<file path="config.mk">
export PLATFORM = sky130hd
export DESIGN_NAME = pbm_buf_mgr
export DESIGN_NICKNAME = d
export VERILOG_FILES = /design/src/rtl/pbm_pkg.sv /design/src/rtl/pbm_free_fifo.sv /design/src/rtl/pbm_ref_table.sv /design/src/rtl/pbm_repl_engine.sv /design/src/rtl/pbm_buf_mgr.sv
export SDC_FILE = /design/constraint.sdc
export NUM_CORES = 1
export LEC_CHECK = 0
export BUFFER_PORTS_ARGS = -buffer_cell sky130_fd_sc_hd__buf_2
export CORE_MARGIN = 5
export CORE_UTILIZATION = 45
export CTS_BUF_LIST = sky130_fd_sc_hd__clkbuf_4 sky130_fd_sc_hd__clkbuf_8
export CTS_CLUSTER_DIAMETER = 60
export DETAILED_ROUTE_END_ITERATION = 6
export SLEW_MARGIN = 20
export SYNTH_ARGS = -nofsm -noshare
export SYNTH_HDL_FRONTEND = slang
export SYNTH_SLANG_ARGS = --single-unit
</file>
<file path="constraint.sdc">
create_clock -name clk -period 5.9 [get_ports clk]
set_input_delay 1.18 -clock clk [delete_from_list [all_inputs] [get_ports clk]]
set_output_delay 1.18 -clock clk [all_outputs]
set_load 0.01 [all_outputs]
</file>
<file path="src/rtl/pbm_pkg.sv">
package pbm_pkg;

    localparam int PBM_BUFS     = 16;
    localparam int PBM_CNT_W    = 4;
    localparam int PBM_REPL_MAX = 8;

    typedef enum logic [0:0] {
        ENG_IDLE = 1'b0,
        ENG_RUN  = 1'b1
    } eng_state_e;

    function automatic int unsigned ring_next(input int unsigned p, input int unsigned depth);
        return (p == depth - 1) ? 0 : p + 1;
    endfunction

endpackage

</file>
<file path="src/rtl/pbm_free_fifo.sv">
module pbm_free_fifo #(
    parameter int NUM_BUFS = pbm_pkg::PBM_BUFS,
    localparam int IDX_W   = $clog2(NUM_BUFS),
    localparam int CW      = $clog2(NUM_BUFS + 1)
) (
    input  logic             clk,
    input  logic             rst,
    input  logic             pop,
    input  logic             push,
    input  logic [IDX_W-1:0] push_idx,
    output logic [IDX_W-1:0] head_idx,
    output logic [CW-1:0]    count
);
    logic [IDX_W-1:0] mem [NUM_BUFS];
    logic [IDX_W-1:0] rd_ptr, wr_ptr;

    assign head_idx = mem[rd_ptr];

    always_ff @(posedge clk) begin
        if (rst) begin
            for (int i = 0; i < NUM_BUFS; i++) mem[i] <= IDX_W'(i);
            rd_ptr <= '0;
            wr_ptr <= '0;
            count  <= CW'(NUM_BUFS);
        end else begin
            if (push) begin
                mem[wr_ptr] <= push_idx;
                wr_ptr      <= IDX_W'(pbm_pkg::ring_next(int'(wr_ptr), NUM_BUFS));
            end
            if (pop) rd_ptr <= IDX_W'(pbm_pkg::ring_next(int'(rd_ptr), NUM_BUFS));
            count <= count + CW'(push) - CW'(pop);
        end
    end

    a_r3_no_pop_empty: assert property (@(posedge clk) disable iff (rst)
        pop |-> (count != '0));
    a_r6_no_push_full: assert property (@(posedge clk) disable iff (rst)
        push |-> (count != CW'(NUM_BUFS)));

endmodule

</file>
<file path="src/rtl/pbm_ref_table.sv">
module pbm_ref_table #(
    parameter int NUM_BUFS = pbm_pkg::PBM_BUFS,
    parameter int CNT_W    = pbm_pkg::PBM_CNT_W,
    localparam int IDX_W   = $clog2(NUM_BUFS)
) (
    input  logic             clk,
    input  logic             rst,
    input  logic             alloc_en,
    input  logic [IDX_W-1:0] alloc_idx,
    input  logic             link_en,
    input  logic [IDX_W-1:0] link_prev,
    input  logic             hdr_en,
    input  logic [IDX_W-1:0] hdr_idx,
    input  logic [IDX_W-1:0] hdr_next,
    input  logic             walk_en,
    input  logic [IDX_W-1:0] walk_idx,
    input  logic [CNT_W-1:0] walk_add,
    input  logic             rel_en,
    input  logic [IDX_W-1:0] rel_idx,
    output logic             walk_nv,
    output logic [IDX_W-1:0] walk_nxt,
    output logic             rel_free,
    output logic             rel_underflow
);
    logic [CNT_W-1:0] cnt_q [NUM_BUFS];
    logic [CNT_W-1:0] cnt_d [NUM_BUFS];
    logic [IDX_W-1:0] nxt_q [NUM_BUFS];
    logic [IDX_W-1:0] nxt_d [NUM_BUFS];
    logic [NUM_BUFS-1:0] nv_q, nv_d;

    logic [CNT_W-1:0] rel_cnt, rel_inc;

    assign walk_nv  = nv_q[walk_idx];
    assign walk_nxt = nxt_q[walk_idx];

    always_comb begin
        rel_cnt       = cnt_q[rel_idx];
        rel_inc       = (walk_en && walk_idx == rel_idx) ? walk_add : '0;
        rel_underflow = rel_en && (rel_cnt == '0) && (rel_inc == '0);
        rel_free      = rel_en && !rel_underflow && (rel_cnt + rel_inc == CNT_W'(1));
    end

    always_comb begin
        for (int i = 0; i < NUM_BUFS; i++) begin
            cnt_d[i] = cnt_q[i];
            nxt_d[i] = nxt_q[i];
            nv_d[i]  = nv_q[i];
            if (walk_en && walk_idx == IDX_W'(i))
                cnt_d[i] = cnt_d[i] + walk_add;
            if (rel_en && !rel_underflow && rel_idx == IDX_W'(i))
                cnt_d[i] = cnt_d[i] - CNT_W'(1);
            if (alloc_en && alloc_idx == IDX_W'(i)) begin
                cnt_d[i] = CNT_W'(1);
                nv_d[i]  = 1'b0;
            end
            if (link_en && link_prev == IDX_W'(i)) begin
                nxt_d[i] = alloc_idx;
                nv_d[i]  = 1'b1;
            end
            if (hdr_en && hdr_idx == IDX_W'(i)) begin
                cnt_d[i] = CNT_W'(1);
                nxt_d[i] = hdr_next;
                nv_d[i]  = 1'b1;
            end
        end
    end

    always_ff @(posedge clk) begin
        if (rst) begin
            for (int i = 0; i < NUM_BUFS; i++) begin
                cnt_q[i] <= '0;
                nxt_q[i] <= '0;
            end
            nv_q <= '0;
        end else begin
            for (int i = 0; i < NUM_BUFS; i++) begin
                cnt_q[i] <= cnt_d[i];
                nxt_q[i] <= nxt_d[i];
            end
            nv_q <= nv_d;
        end
    end

    a_r2_link_needs_alloc: assert property (@(posedge clk) disable iff (rst)
        link_en |-> alloc_en);
    a_r8_one_pop_source: assert property (@(posedge clk) disable iff (rst)
        !(alloc_en && hdr_en));

endmodule

</file>
<file path="src/rtl/pbm_repl_engine.sv">
module pbm_repl_engine #(
    parameter int NUM_BUFS = pbm_pkg::PBM_BUFS,
    parameter int CNT_W    = pbm_pkg::PBM_CNT_W,
    parameter int REPL_MAX = pbm_pkg::PBM_REPL_MAX,
    localparam int IDX_W   = $clog2(NUM_BUFS),
    localparam int N_W     = $clog2(REPL_MAX + 1)
) (
    input  logic             clk,
    input  logic             rst,
    input  logic             accept,
    input  logic [IDX_W-1:0] head_in,
    input  logic [N_W-1:0]   n_in,
    input  logic             hdr_take,
    input  logic             walk_nv,
    input  logic [IDX_W-1:0] walk_nxt,
    output logic             busy,
    output logic             hdr_pending,
    output logic             walk_en,
    output logic [IDX_W-1:0] walk_idx,
    output logic [CNT_W-1:0] walk_add,
    output logic [IDX_W-1:0] head_reg,
    output logic             done
);
    import pbm_pkg::*;

    eng_state_e       st;
    logic [N_W-1:0]   hleft, hleft_n;
    logic             walking, walking_n;
    logic [IDX_W-1:0] cur;
    logic [CNT_W-1:0] add;

    assign busy        = (st == ENG_RUN);
    assign hdr_pending = (hleft != '0);
    assign walk_en     = busy && walking;
    assign walk_idx    = cur;
    assign walk_add    = add;

    always_comb begin
        hleft_n   = hleft - N_W'(hdr_take);
        walking_n = walking && walk_nv;
    end

    always_ff @(posedge clk) begin
        if (rst) begin
            st       <= ENG_IDLE;
            hleft    <= '0;
            walking  <= 1'b0;
            cur      <= '0;
            add      <= '0;
            head_reg <= '0;
            done     <= 1'b0;
        end else begin
            done <= 1'b0;
            unique case (st)
                ENG_IDLE: begin
                    if (accept) begin
                        st       <= ENG_RUN;
                        hleft    <= n_in;
                        walking  <= 1'b1;
                        cur      <= head_in;
                        add      <= CNT_W'(n_in - N_W'(1));
                        head_reg <= head_in;
                    end
                end
                ENG_RUN: begin
                    hleft   <= hleft_n;
                    walking <= walking_n;
                    if (walking_n) cur <= walk_nxt;
                    if (hleft_n == '0 && !walking_n) begin
                        st   <= ENG_IDLE;
                        done <= 1'b1;
                    end
                end
                default: st <= ENG_IDLE;
            endcase
        end
    end

    a_r5_no_accept_busy: assert property (@(posedge clk) disable iff (rst)
        accept |-> !busy);
    a_r4_take_needs_pending: assert property (@(posedge clk) disable iff (rst)
        hdr_take |-> (busy && hdr_pending));

endmodule

</file>
<file path="src/rtl/pbm_buf_mgr.sv">
module pbm_buf_mgr #(
    parameter int NUM_BUFS = pbm_pkg::PBM_BUFS,
    parameter int CNT_W    = pbm_pkg::PBM_CNT_W,
    parameter int REPL_MAX = pbm_pkg::PBM_REPL_MAX,
    localparam int IDX_W   = $clog2(NUM_BUFS),
    localparam int CW      = $clog2(NUM_BUFS + 1),
    localparam int N_W     = $clog2(REPL_MAX + 1)
) (
    input  logic             clk,
    input  logic             rst,
    input  logic             alloc_req,
    input  logic             alloc_link,
    input  logic [IDX_W-1:0] alloc_prev,
    output logic             alloc_ok,
    output logic             alloc_fail,
    output logic [IDX_W-1:0] alloc_idx,
    input  logic             repl_req,
    input  logic [IDX_W-1:0] repl_head,
    input  logic [N_W-1:0]   repl_n,
    output logic             repl_busy,
    output logic             repl_fail,
    output logic             hdr_valid,
    output logic [IDX_W-1:0] hdr_idx,
    output logic             repl_done,
    input  logic             rel_req,
    input  logic [IDX_W-1:0] rel_idx,
    output logic [CW-1:0]    free_count,
    output logic             underflow_err
);
    logic [IDX_W-1:0] head_idx;
    logic [CW-1:0]    reserved, avail, avail_left;
    logic             alloc_take, hdr_take, pop, n_ok, repl_accept;
    logic             hdr_pending, walk_en, walk_nv, rel_free, rel_underflow;
    logic [IDX_W-1:0] walk_idx, walk_nxt, head_reg;
    logic [CNT_W-1:0] walk_add;

    always_comb begin
        avail       = free_count - reserved;
        alloc_take  = alloc_req && (avail != '0);
        avail_left  = avail - CW'(alloc_take);
        n_ok        = (repl_n != '0) && (int'(repl_n) <= REPL_MAX);
        repl_accept = repl_req && !repl_busy && n_ok && (avail_left >= CW'(repl_n));
        hdr_take    = repl_busy && hdr_pending && !alloc_req;
        pop         = alloc_take || hdr_take;
    end

    pbm_free_fifo #(.NUM_BUFS(NUM_BUFS)) u_free (
        .clk      (clk),
        .rst      (rst),
        .pop      (pop),
        .push     (rel_free),
        .push_idx (rel_idx),
        .head_idx (head_idx),
        .count    (free_count)
    );

    pbm_ref_table #(.NUM_BUFS(NUM_BUFS), .CNT_W(CNT_W)) u_refs (
        .clk           (clk),
        .rst           (rst),
        .alloc_en      (alloc_take),
        .alloc_idx     (head_idx),
        .link_en       (alloc_take && alloc_link),
        .link_prev     (alloc_prev),
        .hdr_en        (hdr_take),
        .hdr_idx       (head_idx),
        .hdr_next      (head_reg),
        .walk_en       (walk_en),
        .walk_idx      (walk_idx),
        .walk_add      (walk_add),
        .rel_en        (rel_req),
        .rel_idx       (rel_idx),
        .walk_nv       (walk_nv),
        .walk_nxt      (walk_nxt),
        .rel_free      (rel_free),
        .rel_underflow (rel_underflow)
    );

    pbm_repl_engine #(.NUM_BUFS(NUM_BUFS), .CNT_W(CNT_W), .REPL_MAX(REPL_MAX)) u_eng (
        .clk         (clk),
        .rst         (rst),
        .accept      (repl_accept),
        .head_in     (repl_head),
        .n_in        (repl_n),
        .hdr_take    (hdr_take),
        .walk_nv     (walk_nv),
        .walk_nxt    (walk_nxt),
        .busy        (repl_busy),
        .hdr_pending (hdr_pending),
        .walk_en     (walk_en),
        .walk_idx    (walk_idx),
        .walk_add    (walk_add),
        .head_reg    (head_reg),
        .done        (repl_done)
    );

    always_ff @(posedge clk) begin
        if (rst) begin
            alloc_ok      <= 1'b0;
            alloc_fail    <= 1'b0;
            alloc_idx     <= '0;
            hdr_valid     <= 1'b0;
            hdr_idx       <= '0;
            repl_fail     <= 1'b0;
            reserved      <= '0;
            underflow_err <= 1'b0;
        end else begin
            alloc_ok   <= alloc_take;
            alloc_fail <= alloc_req && !alloc_take;
            alloc_idx  <= head_idx;
            hdr_valid  <= hdr_take;
            hdr_idx    <= head_idx;
            repl_fail  <= repl_req && !repl_accept;
            reserved   <= reserved + (repl_accept ? CW'(repl_n) : '0) - CW'(hdr_take);
            if (rel_underflow) underflow_err <= 1'b1;
        end
    end

    a_r2_ok_fail_excl: assert property (@(posedge clk) disable iff (rst)
        !(alloc_ok && alloc_fail));
    a_r5_done_not_busy: assert property (@(posedge clk) disable iff (rst)
        repl_done |-> !repl_busy);
    a_r4_hdr_from_busy: assert property (@(posedge clk) disable iff (rst)
        hdr_valid |-> $past(repl_busy));
    a_r8_hdr_yields: assert property (@(posedge clk) disable iff (rst)
        hdr_valid |-> !$past(alloc_req));
    a_r8_reserve_bounded: assert property (@(posedge clk) disable iff (rst)
        reserved <= free_count);
    a_r9_err_sticky: assert property (@(posedge clk) disable iff (rst)
        underflow_err |=> underflow_err);

endmodule

</file>
# Yosys cells after proc, flatten, opt, wreduce, memory -nomap -nowiden
# Memory sizes are Yosys's and may differ from the RTL's. A register that Yosys moved wholly into a read port is not among the register bits.
# Index checks and enable logic that the tools add are counted.
[classes] add_sub_neg=43 n_mul=0 div_mod_pow=0 order_cmp=3 eq_ne=82 shift=0 muxes=206 n_bitwise=33 reduce_logical=151
[ops] op="4-bit two-way mux" count=141
[ops] op="4-bit == test, second input constant" count=34
[ops] op="1-bit logical AND" count=98
[ops] op="4-bit adder" count=17
[ops] op="4-bit by 1-bit subtractor with 4-bit output, second input constant" count=17
[ops] op="4-bit by 3-bit == test with 1-bit output, second input constant" count=16
[ops] op="1-bit two-way mux" count=60
[ops] op="3-bit nonzero test" count=16
[ops] op="2-bit inequality test, second input constant" count=18
[ops] op="2-bit AND reduction" count=18
[ops] op="4-bit by 2-bit == test with 1-bit output, second input constant" count=8
[ops] op="1-bit OR" count=32
[ops] op="4-bit zero test" count=7
[ops] op="4-bit by 1-bit == test with 1-bit output, second input constant" count=5
[ops] op="4-bit one-hot mux with 2 select lines" count=2
[ops] op="5-bit by 1-bit subtractor with 5-bit output" count=3
[ops] op="4-bit by 1-bit adder with 4-bit output, second input constant" count=2
[ops] op="4-bit nonzero test" count=2
[ops] op="1-bit zero test" count=6
[ops] op="5-bit by 1-bit adder with 5-bit output" count=1
[ops] op="5-bit by 4-bit adder with 5-bit output" count=1
[ops] op="5-bit by 4-bit >= comparator with 1-bit output" count=1
[ops] op="4-bit by 5-bit < comparator with 1-bit output, second input constant" count=1
[ops] op="5-bit nonzero test" count=1
[ops] op="other kinds (10)" count=11
[totals] reg_bits=62 latchBits=0 mem_bits_rw=192 mem_bits_ro=0 in_bits=22 out_inout_bits=20 wordCells=554 memories=3
[mem_list] name="u_free.mem" depth=16 width=4 rd=1 rd_clocked_by_memory_dff=1 write_ports=16 line_no="pbm_free_fifo.sv:14" text="logic [IDX_W-1:0] mem [NUM_BUFS];"
[mem_list] name="u_refs.cnt_q" depth=16 width=4 rd=17 rd_clocked_by_memory_dff=0 write_ports=16 line_no="pbm_ref_table.sv:25" text="logic [CNT_W-1:0] cnt_q [NUM_BUFS];"
[mem_list] name="u_refs.nxt_q" depth=16 width=4 rd=1 rd_clocked_by_memory_dff=1 write_ports=16 line_no="pbm_ref_table.sv:27" text="logic [IDX_W-1:0] nxt_q [NUM_BUFS];"

# Logic depth before layout (Yosys ltp)
[logic_depth] word_depth=13 depth_mapped=28 depth_no_buf=26

# Modules after synthesis
# From an unflattened synthesis, not the netlist that was laid out.
[unflattened] hier_cells=1666 area_unflattened_um2=16817.4
[by_module_without_submodules] module="pbm_ref_table" instances=1 cells_per_inst=1136 area_each_um2=10845.4 seq_area_each_um2=3523.4
[by_module_without_submodules] module="pbm_free_fifo" instances=1 cells_per_inst=299 area_each_um2=3854.9 seq_area_each_um2=2262.2
[by_module_without_submodules] module="pbm_buf_mgr" instances=1 cells_per_inst=125 area_each_um2=1072.3 seq_area_each_um2=280.3
[by_module_without_submodules] module="pbm_repl_engine" instances=1 cells_per_inst=106 area_each_um2=1044.8 seq_area_each_um2=380.4

# Worst setup path before layout
# Ideal clock, no wire load.
[synth_path] path_kind="input to register" from="in rel_idx[1]" to="reg u_free.count[4]" setup_ps=129 arrival_ps=5833 t_required_ps=5771 slack_ps=-62 cell_stages=25 path_buffers=5 path_cell_list="buf_2 -> buf_2 -> mux4_2 -> a22oi_1 -> nand2_1 -> buf_4 -> buf_6 -> buf_6 -> ha_1 -> a21o_1 -> a21oi_1 -> o31a_1 -> or3_1 -> nand4_1 -> or2_2 -> ha_1 -> inv_1 -> ha_1 -> inv_1 -> fa_1 -> inv_1 -> a21o_1 -> a21oi_1 -> xnor2_1 -> nand2_1"
[synth_via] elab_chain_cells=10 elab_cells_between_ends=15 classes_between="add/sub: 3; eq/ne: 2; mux: 1; reduce/logical: 8; memory: 1"
[synth_lines] element="from (decl)" line_no="pbm_buf_mgr.sv:26" text="input logic [IDX_W-1:0] rel_idx,"
[synth_lines] element="branches (longest 7 deep; another with memory 16 x 4 bit)"
[synth_lines] element="1-bit logical AND *" line_no="pbm_ref_table.sv:40" text="rel_free = rel_en && !rel_underflow && (rel_cnt + rel_inc == CNT_W'(1));"
[synth_lines] element="5-bit by 1-bit adder with 5-bit output *" line_no="pbm_free_fifo.sv:31" text="count <= count + CW'(push) - CW'(pop);"
[synth_lines] element="5-bit by 1-bit subtractor with 5-bit output *" line_no="pbm_free_fifo.sv:31"
[synth_lines] element="to (signal assigned)" line_no="pbm_free_fifo.sv:24" text="count <= CW'(NUM_BUFS);"
[synth_lines] element="to (signal assigned)" line_no="pbm_free_fifo.sv:31"
[synth_lines] element="to (decl)" line_no="pbm_free_fifo.sv:12" text="output logic [CW-1:0] count"
# Every way passes the cells marked *.
# A chain may end at the register's enable or synchronous reset.

# Final worst setup path
[layout_path] from="reg u_free.count[1]" to="reg reserved[4]"
[layout_via] elab_chain_cells=9
[layout_lines] element="5-bit subtractor *" line_no="pbm_buf_mgr.sv:38" text="avail = free_count - reserved;"
[layout_lines] element="5-bit nonzero test" line_no="pbm_buf_mgr.sv:39" text="alloc_take = alloc_req && (avail != '0);"
[layout_lines] element="1-bit logical AND" line_no="pbm_buf_mgr.sv:39"
[layout_lines] element="5-bit by 1-bit subtractor with 5-bit output *" line_no="pbm_buf_mgr.sv:40" text="avail_left = avail - CW'(alloc_take);"
[layout_lines] element="5-bit by 4-bit >= comparator with 1-bit output *" line_no="pbm_buf_mgr.sv:42" text="repl_accept = repl_req && !repl_busy && n_ok && (avail_left >= CW'(repl_n));"
[layout_lines] element="1-bit logical AND *" line_no="pbm_buf_mgr.sv:42"
[layout_lines] element="4-bit two-way mux *" line_no="pbm_buf_mgr.sv:113" text="reserved <= reserved + (repl_accept ? CW'(repl_n) : '0) - CW'(hdr_take);"
[layout_lines] element="5-bit by 4-bit adder with 5-bit output *" line_no="pbm_buf_mgr.sv:113"
[layout_lines] element="5-bit by 1-bit subtractor with 5-bit output *" line_no="pbm_buf_mgr.sv:113"
[layout_lines] element="to (signal assigned)" line_no="pbm_buf_mgr.sv:113"
[layout_lines] element="to (decl)" line_no="pbm_buf_mgr.sv:31" text="logic [CW-1:0] reserved, avail, avail_left;"
# Mark *: on every way between the ends. The rest lies on a longest branch, timed or not.

==> results.cfg <==
[routing]
wl_per_cell_um = 21.2
wl_mm = 45.8
antenna_left = 0
routed-via-count = 12600
drtPass1Iterations = 5
drc_errors = 0
viasPerCell = 5.85
dr.first_iter.drc_count = 1204

[floorplanning]
fp.dieArea_um2 = 40300
row_count = 69
io_pins = 42
start_util = 0.458
die_h_um = 201
fp.dieW_um = 201
coreArea_um2 = 35700

[setup_path]
path_class = register to register
critical_path_arrival_ns = 5.88
start_kind = register
path_max_fanout = 26
worstSetupEndpointType = register
cp_data_required_time_ns = 6.36
rr_worst_depth = 25
rrSetupSlack_ns = 0.48

[timing]
worst_slack_ns = 0.479
tightestPinTransition_ns = 1.11
skew_ns = 0.0302
clock.fmax_mhz = 184
finalCriticalPeriod_ns = 5.42
worst_slew_margin_rel = 0.259
setup_viol = 0
final_max_slew_viol_count = 0
rsz0062_at_grt = false
period_share = 0.919
timing.setup.tns_ns = 0
hold_viol = 0

[placed_design]
hpwlAfterDp_mm = 33.0
gp_congestion = 0.925
io_buffers = 41
pre_cts_slack_ns = 0.257

[cts]
clock_sinks = 262
cts_tree = done
post_cts_buffers = 0
max-clock-path-buffers = 3
post_cts_resized = 0
clkLatencyLatePin_ns = 0.62
cts_max_level = 2
cts.clk_slew.worst_paths_ns = 0.06
cts_buffers = 48
root_buffer = clkbuf_8
cts_hold_buf = 0

[layout]
multi_input_area_um2 = 9160
drive_above_1_share = 0.148
regArea_um2 = 6530
diodes = 0
nets = 1802
fillers = 3333
syn2layout_area_growth_pct = 9.73
top_regs = u_free.mem: 64 flops, u_refs.cnt_q: 64 flops, u_refs.nxt_q: 64 flops

[global_route]
overflow = 0
grt_pass1_vias = 12600
antenna_found_initial = 0
grt_max_degree = 61
grt_pass1_wl_mm = 72.0
grt_use_total = 0.225

[yosys]
synth_cell_types = 63
syn_nets = 1772
synthCells = 1632
synth_warnings = 0
synth_edf_count = 128
syn_avg_cell_area_um2 = 10.0
synth_seq_cells = 262
postSynth.asyncResetShare = 0
ys_seq_area_frac = 0.399
ys.flop_type = dfxtp_1
netlist_area_um2 = 16400

[pwr]
power.density_nw_per_um2 = 358
p_leak_nw = 7.05
ir_worst_vdd_mv = 0.180

[run_status]
status = complete, no violations

[hold_path]
hp-class = register to register
hold_depth = 2

[run]
maxCapViolCount = 0
## path summary, 6_finish.rpt
kind / start / to
max reg2reg: u_free.count[1] / reserved[4]
max: u_free.count[1] / reserved[4]
min reg2reg: u_refs.nv_q[14] / u_refs.nv_q[14]
min: u_refs.nv_q[14] / u_refs.nv_q[14]
## placed cells by master (no fill, tap or decap), drive strengths merged, types with 40 or more instances in the layout
cell and count:
nand2 159, dfxtp 134, edfxtp 128, nor2 119, a21oi 115, ha 98, inv 75, o21ai 75
buf 74, clkbuf 68, xnor2 63, mux2i 63, mux4 56, and3 56, nor3 49, and2 47
xor2 43, a21o 40
## per-layer routing
metal	wire length, um	vias up	GRT usage
li1	-	5932	-
met1	19900	6127	0.307
met2	21200	465	0.361
met3	3260	105	0.0394
met4	1450	0	0.0824
met5	0	-	0
## area by class of cell
type                    instances  area share
repair buffers                 74      0.0253
well taps                     461      0.0321
inverters                      75      0.0157
clock inverters                18     0.00724
clock buffers                  68      0.0469
flip-flops and latches        262       0.363
multi-input cells            1201       0.510
## cells by family (layout without fill, tap and decap cells)
kind of cell,after synthesis,count (layout),share of synthesized area
compound gates,301,301,0.116
xor+xnor,106,106,0.0567
fa+ha+maj,118,118,0.0993
buf+inv,169,235,0.0443
flops,262,262,0.399
mux,122,122,0.118
simple gates,554,554,0.167
## Yosys cell counts, drive strengths merged, types with 40 or more instances
library cell	number	area, um2
xnor2	63	552
o21ai	75	417
edfxtp	128	3840
a21oi	115	576
nor2	119	447
dfxtp	134	2680
mux2i	63	631
ha	98	1230
and3	56	350
and2	47	294
a21o	40	300
xor2	43	377
clkbuf	54	203
nand2	159	597
nor3	49	250
inv	74	278
mux4	56	1260
buf	40	241
## per-stage QoR
stage / utilization / cells / total power, mW / hold slack (ns) / area, um2
5_1_grt: 0.503 / 2159 / 6.83 / 0.495 / 18000
6_report: 0.503 / 2159 / 6.43 / 0.480 / 18000
3_5_place_dp: 0.475 / 2073 / 4.64 / 0.470 / 17000
2_1_floorplan: - / 1632 / 3.94 / 0.451 / 16400
3_3_place_gp: 0.475 / 2073 / 4.59 / 0.460 / 17000
4_1_cts: 0.502 / 2159 / 6.43 / 0.480 / 18000
## critical path: stages (launching register included)
cell,delay (ns)
dfxtp_1,0.44
inv_1,0.12
fa_1,0.46
xor2_1,0.25
and2_1,0.21
nand2_1,0.11
o31a_1,0.34
ha_1,0.23
ha_1,0.27
inv_1,0.04
ha_1,0.26
a21o_1,0.10
a21o_1,0.11
a21oi_1,0.12
a21oi_4,0.58
nand2_1,0.19
ha_1,0.31
inv_1,0.05
ha_1,0.15
inv_1,0.05
fa_1,0.40
inv_1,0.07
a21o_1,0.10
a21oi_1,0.07
xnor2_1,0.16
nor2_1,0.05
## where the power goes
group          leakage [nW]  internal [mW]  switching (mW)  total, mW
Combinational          4.19          0.900            1.40       2.30
Clock                 0.519          0.969           0.809       1.78
Sequential             2.34           2.10           0.243       2.35
Total                  7.05           3.97            2.46       6.43
Power figures use the tool's default switching activity.
